===== src/rtl/clksel_pkg.sv =====
package clksel_pkg;

   typedef enum logic [1:0] {
      SRC_EXT_DIV = 2'b00,
      SRC_EXT_BYP = 2'b01,
      SRC_OSC_DIV = 2'b10,
      SRC_RSVD    = 2'b11
   } src_sel_e;

   typedef enum logic [1:0] {
      CAL_IDLE = 2'd0,
      CAL_RUN  = 2'd1,
      CAL_REL  = 2'd2
   } cal_st_e;

endpackage


===== src/rtl/clksel_cfg.sv =====
module clksel_cfg
   import clksel_pkg::*;
#(
   parameter int RATIO_W   = 3,
   parameter int RATIO_MIN = 2,
   parameter int RATIO_MAX = 6
) (
   input  logic               clk,
   input  logic               rst_n,
   input  logic               we,
   input  logic [1:0]         sel_in,
   input  logic [RATIO_W-1:0] ratio_in,
   output src_sel_e           sel_q,
   output logic [RATIO_W-1:0] ratio_q,
   output logic               err_q,
   output logic               chg_q
);

   localparam logic [RATIO_W-1:0] MIN_V = RATIO_W'(RATIO_MIN);
   localparam logic [RATIO_W-1:0] MAX_V = RATIO_W'(RATIO_MAX);

   if (RATIO_MIN < 2) begin : g_bad_min
      $error("clksel_cfg: RATIO_MIN must be at least 2");
   end
   if (RATIO_MAX >= (1 << RATIO_W)) begin : g_bad_max
      $error("clksel_cfg: RATIO_MAX does not fit in RATIO_W bits");
   end

   logic ok;
   assign ok = (src_sel_e'(sel_in) != SRC_RSVD) && (ratio_in >= MIN_V) && (ratio_in <= MAX_V);

   always_ff @(posedge clk) begin
      if (!rst_n) begin
         sel_q   <= SRC_EXT_DIV;
         ratio_q <= MIN_V;
         err_q   <= 1'b0;
         chg_q   <= 1'b0;
      end else begin
         chg_q <= 1'b0;
         if (we) begin
            if (ok) begin
               sel_q   <= src_sel_e'(sel_in);
               ratio_q <= ratio_in;
               err_q   <= 1'b0;
               chg_q   <= 1'b1;
            end else begin
               err_q <= 1'b1;
            end
         end
      end
   end

endmodule


===== src/rtl/clksel_sampler.sv =====
module clksel_sampler #(
   parameter int N      = 2,
   parameter int STAGES = 2
) (
   input  logic         clk,
   input  logic         rst_n,
   input  logic [N-1:0] d,
   output logic [N-1:0] lvl,
   output logic [N-1:0] rise
);

   if (STAGES < 1) begin : g_bad_stages
      $error("clksel_sampler: STAGES must be at least 1");
   end

   logic [N-1:0] stg [STAGES];
   logic [N-1:0] prev;

   for (genvar g = 0; g < STAGES; g++) begin : g_stage
      if (g == 0) begin : g_first
         always_ff @(posedge clk) begin
            if (!rst_n) stg[g] <= '0;
            else        stg[g] <= d;
         end
      end else begin : g_next
         always_ff @(posedge clk) begin
            if (!rst_n) stg[g] <= '0;
            else        stg[g] <= stg[g-1];
         end
      end
   end

   always_ff @(posedge clk) begin
      if (!rst_n) prev <= '0;
      else        prev <= stg[STAGES-1];
   end

   assign lvl  = stg[STAGES-1];
   assign rise = stg[STAGES-1] & ~prev;

endmodule


===== src/rtl/clksel_presc.sv =====
module clksel_presc #(
   parameter int RATIO_W   = 3,
   parameter int RATIO_MIN = 2
) (
   input  logic               clk,
   input  logic               rst_n,
   input  logic               restart,
   input  logic               bypass,
   input  logic               src_lvl,
   input  logic               src_rise,
   input  logic [RATIO_W-1:0] ratio,
   output logic               div_q
);

   logic [RATIO_W-1:0] cnt, cnt_nx, half;

   // high slots are 0 .. half-1, so odd ratios get the shorter high phase
   assign half   = ratio >> 1;
   assign cnt_nx = (cnt == ratio - 1'b1) ? '0 : cnt + 1'b1;

   always_ff @(posedge clk) begin
      if (!rst_n) begin
         cnt   <= RATIO_W'(RATIO_MIN - 1);
         div_q <= 1'b0;
      end else if (restart) begin
         cnt   <= ratio - 1'b1;
         div_q <= 1'b0;
      end else if (bypass) begin
         div_q <= src_lvl;
      end else if (src_rise) begin
         cnt   <= cnt_nx;
         div_q <= (cnt_nx < half);
      end
   end

endmodule


===== src/rtl/clksel_calseq.sv =====
module clksel_calseq
   import clksel_pkg::*;
(
   input  logic clk,
   input  logic rst_n,
   input  logic start,
   input  logic done,
   output logic busy,
   output logic sync
);

   cal_st_e st, st_nx;

   always_comb begin
      st_nx = st;
      unique case (st)
         CAL_IDLE: if (start) st_nx = CAL_RUN;
         CAL_RUN:  if (done)  st_nx = CAL_REL;
         CAL_REL:  st_nx = CAL_IDLE;
         default:  st_nx = CAL_IDLE;
      endcase
   end

   always_ff @(posedge clk) begin
      if (!rst_n) st <= CAL_IDLE;
      else        st <= st_nx;
   end

   assign busy = (st == CAL_RUN);
   assign sync = (st != CAL_IDLE);

endmodule


===== src/rtl/clk_src_presc.sv =====
module clk_src_presc
   import clksel_pkg::*;
#(
   parameter int RATIO_W     = 3,
   parameter int RATIO_MIN   = 2,
   parameter int RATIO_MAX   = 6,
   parameter int SYNC_STAGES = 2
) (
   input  logic               clk_i,
   input  logic               rst_ni,
   input  logic               ext_clk_i,
   input  logic               osc_clk_i,
   input  logic               cfg_we_i,
   input  logic [1:0]         cfg_sel_i,
   input  logic [RATIO_W-1:0] cfg_ratio_i,
   input  logic               cal_start_i,
   input  logic               cal_done_i,
   output logic               div_clk_o,
   output logic               dist_sync_o,
   output logic               cal_busy_o,
   output logic               cfg_err_o
);

   localparam int IDX_EXT = 0;
   localparam int IDX_OSC = 1;

   src_sel_e           sel_q;
   logic [RATIO_W-1:0] ratio_q;
   logic               chg;
   logic [1:0]         lvl, rise;
   logic               sel_osc, sel_lvl, sel_rise, div_q;

   clksel_cfg #(.RATIO_W(RATIO_W), .RATIO_MIN(RATIO_MIN), .RATIO_MAX(RATIO_MAX)) u_cfg (
      .clk(clk_i), .rst_n(rst_ni), .we(cfg_we_i), .sel_in(cfg_sel_i), .ratio_in(cfg_ratio_i),
      .sel_q(sel_q), .ratio_q(ratio_q), .err_q(cfg_err_o), .chg_q(chg)
   );

   clksel_sampler #(.N(2), .STAGES(SYNC_STAGES)) u_smp (
      .clk(clk_i), .rst_n(rst_ni), .d({osc_clk_i, ext_clk_i}), .lvl(lvl), .rise(rise)
   );

   assign sel_osc  = (sel_q == SRC_OSC_DIV);
   assign sel_lvl  = sel_osc ? lvl[IDX_OSC]  : lvl[IDX_EXT];
   assign sel_rise = sel_osc ? rise[IDX_OSC] : rise[IDX_EXT];

   clksel_calseq u_cal (
      .clk(clk_i), .rst_n(rst_ni), .start(cal_start_i), .done(cal_done_i),
      .busy(cal_busy_o), .sync(dist_sync_o)
   );

   clksel_presc #(.RATIO_W(RATIO_W), .RATIO_MIN(RATIO_MIN)) u_presc (
      .clk(clk_i), .rst_n(rst_ni), .restart(chg | dist_sync_o),
      .bypass(sel_q == SRC_EXT_BYP), .src_lvl(sel_lvl), .src_rise(sel_rise),
      .ratio(ratio_q), .div_q(div_q)
   );

   assign div_clk_o = div_q & ~dist_sync_o;

endmodule


===== config.mk =====
export PLATFORM = sky130hd
export DESIGN_NAME = clk_src_presc
export DESIGN_NICKNAME = d
export VERILOG_FILES = /design/src/rtl/clksel_pkg.sv /design/src/rtl/clksel_cfg.sv /design/src/rtl/clksel_sampler.sv /design/src/rtl/clksel_presc.sv /design/src/rtl/clksel_calseq.sv /design/src/rtl/clk_src_presc.sv
export SDC_FILE = /design/constraint.sdc
export NUM_CORES = 1
export LEC_CHECK = 0
export BUFFER_PORTS_ARGS = -buffer_cell sky130_fd_sc_hd__buf_2
export CAP_MARGIN = 10
export CORE_UTILIZATION = 53
export CTS_CLUSTER_DIAMETER = 60
export DETAILED_ROUTE_END_ITERATION = 16
export PLACE_DENSITY = 0.8
export SKIP_LAST_GASP = 1
export SLEW_MARGIN = 20
export SYNTH_ARGS = -nofsm -noshare
export SYNTH_HDL_FRONTEND = slang
export SYNTH_SLANG_ARGS = --single-unit

===== constraint.sdc =====
create_clock -name clk_i -period 2.62 [get_ports clk_i]
set_clock_uncertainty 0.1 [all_clocks]
set_input_delay 0.262 -clock clk_i [delete_from_list [all_inputs] [get_ports clk_i]]
set_output_delay 0.262 -clock clk_i [all_outputs]
set_load 0.02 [all_outputs]

==> key figures <==
Outcome
  – Run status: finished clean

Timing
  – Highest clock rate: 449 MHz
  – Setup violations, final: 0
  – Hold Violations, Final: 0
  – Time the worst path needs with I/O delays and setup: 2.23 ns
  – Tightest Pin Transition: 0.499 ns
  – Unrepaired setup endpoints after global routing: no
  – Share of the cycle needed by the critical path after routing: 85.1%
  – Setup tns final: 0 ns
  – Slew margin rel.: 66.6%
  – Final-report max-slew violation count: 0
  – WHS: 0.0726 ns

GRT
  – Via count of the first global-routing pass: 655
  – Maximum number of pins on one net before global-route repair: 12
  – GRT Util Overall: 20.0%
  – Global-route wire length before repair: 2750 um
  – Overflow left after global routing: 0
  – Antenna violations before repair: 0

Pwr
  – Static Leak: 0.000492 uW
  – Overall power: 611 uW
  – Maximum resistive drop on vdd: 0.406 mV
  – Power density over the cells: 590 mW/mm2

Drt
  – 1st-pass router iterations: 4
  – Avg WL per Cell: 12.4 um
  – Aggregate routed wire length: 1560 um
  – Detailed Route Iter0 Violations: 8
  – Number of vias per cell after detailed routing: 5.63
  – Vias post-DR: 709
  – Residual DRC: 0
  – Remaining antenna violation count: 0

Final layout
  – Most common cell after layout, fill and taps aside: dfxtp_1
  – Area added between synthesis and finish: 12.8%
  – Area taken by flip-flops and latches: 380 um2
  – Net count of the finished layout: 126
  – Share of post-route cells with drive strength above 1: 22.7%
  – Fin area: 0.00103 mm2
  – Filler Cell Count: 125
  – Top library cells by usage in the layout, fill and taps aside: dfxtp_1, buf_2, inv_1, nor2_1
  – Number of diodes added for antenna fixing: 0
  – Total area of multi-input combinational cells: 495 um2

Yosys
  – Synthesized cell area: 917 um2
  – Predominant post-synthesis flop cell: dfxtp_1
  – Fraction of post-synthesis cell area in the top cell type by area: 41.5%
  – Cell type with the largest total area after synthesis: dfxtp_1
  – Post-Synthesis Net Count: 107
  – Number of different library cells in the post-synthesis netlist: 36
  – Number of enable flip-flop cells after synthesis: 0
  – Total of warnings raised by yosys: 0
  – Post-synthesis sequential element count: 19
  – Syn_area_per_cell: 9.97 um2
  – Sequential cell area fraction in the yosys report: 41.5%
  – Synthesized instance count: 92
  – Synth area leaders: dfxtp_1, mux2i_1, and2_1
  – Share of flip-flops with an asynchronous set or reset after synthesis: 0%

Floorplanning
  – Chip Height: 43.6 um
  – Number of core rows: 14
  – Die Wd: 43.6 um
  – I/O pin total: 16
  – Area of the die: 0.00190 mm2
  – Placeable core region: 0.00156 mm2
  – Effective utilization at floorplan: 58.8%

Setup path
  – Category of the critical setup timing path: flop to flop
  – Buffers plus inverters on the worst setup path: 1
  – Data required time of the critical path: 2.74 ns
  – Cell mode on critical path: ha_1
  – Largest incremental delay on the critical path: 0.43 ns
  – Kind of cell adding the most delay to the critical path: adder cells
  – Critical Path AT: 2.35 ns
  – Maximum fanout count along the critical path: 5
  – Standard cell with the maximum stage delay on the critical path: xor2_1
  – Crit start category: flop
  – Series of cell instances along the critical path: inv_1, ha_1, xor2_1, a31oi_4, ha_1, a311o_1, o22ai_1
  – Crit path capture type: flop

Clocking
  – Number of buffers added by the clock tree synthesis step: 3
  – H-Tree Depth: 1
  – Clock latency on the worst-skew pair: 0.29 ns
  – CTS tree: yes
  – Clock root buffer master: clkbuf_4
  – Hold-fix buffer count after cts: 0
  – Reg clk slew, reported paths: 0.10 ns
  – Post-cts gate resize count: 0
  – Number of sinks handled by clock tree synthesis: 19
  – Post-CTS repair timing setup buffer count: 0
  – Clock Path Buffers: 2

Worst hold path
  – Path category of the worst min-delay check: input pin to flop

Placement
  – DPL Wire Length: 1260 um
  – Placer congestion estimate: 0.916
  – Placement Cell Area: 0.00101 mm2
  – Buffers on Ports: 15

Flow run
  – Maximum Capacitance Violations: 0
cell type report:
type	instances	share of cell area, %
Multi-Input combinational cell	62	47.9
Sequential cell	19	36.8
Timing Repair Buffer	15	7.26
Inverter	10	3.63
Clock buffer	4	2.54
Tap cell	16	1.93
synth_stat cells (2+ instances only):
library cell,instances
or3_1,2
nor2b_1,2
dfxtp_1,19
nand4_1,2
mux2i_1,6
inv_1,9
and2_1,6
ha_1,3
xor2_1,3
a311o_1,2
nor3_1,2
nand2_1,3
nor2_1,7
nand3_1,4
routing by layer:
layer / track usage [%] / wire [um] / vias up
met2: 33.1 / 782 / 16
met5: 0 / 0 / -
met4: 10.6 / 17 / 0
met3: 4.17 / 61 / 2
li1: - / - / 368
met1: 24.1 / 701 / 323
final timing paths:
| path | from | to | slack (ns) | depth (start not counted) |
|---|---|---|---|---|
| setup / recovery | u_cfg.ratio_q[0] | u_presc.div_q | 0.39 | 7 |
| hold / removal | osc_clk_i | u_smp.stg[0][1] | 0.07 | 2 |
| setup reg to reg | u_cfg.ratio_q[0] | u_presc.div_q | 0.39 | 7 |
| hold reg to reg | u_smp.stg[0][0] | u_smp.stg[1][0] | 0.34 | 1 |
registers in the layout, summed over array words and instances (netlist names), 2 cells and up:
signal and flops:
u_smp.prev 2, u_smp.stg 4, u_cal.st 2, u_cfg.sel_q 2
u_cfg.ratio_q 3, u_presc.cnt 3
per-stage QoR:
| step | setup WS, ns | util [%] | instances |
|---|---|---|---|
| global route | 0.232 | 66.4 | 126 |
| CTS | 0.387 | 66.4 | 126 |
| finish | 0.390 | 66.4 | 126 |
| global placement | 0.521 | 64.7 | 122 |
| detailed placement | 0.409 | 64.7 | 122 |
| floorplan | 0.589 | - | 92 |
power breakdown:
part | internal [uW] | switching [uW]
Clock | 59.1 | 82.6
Sequential | 307 | 16.1
Combinational | 69.8 | 76.4
Total | 436 | 175
kinds of logic after synthesis:
family,Yosys count,synth area share (%)
multiplexers,7,7.78
AND/OR/NAND/NOR,34,21.3
XOR/XNOR,5,6.41
AO/OA/AOI/OAI,13,14.5
flip-flops,19,41.5
buffers and inverters,11,4.50
adder cells (fa/ha/maj),3,4.09
Note: power is estimated with default switching activity, not from simulation.
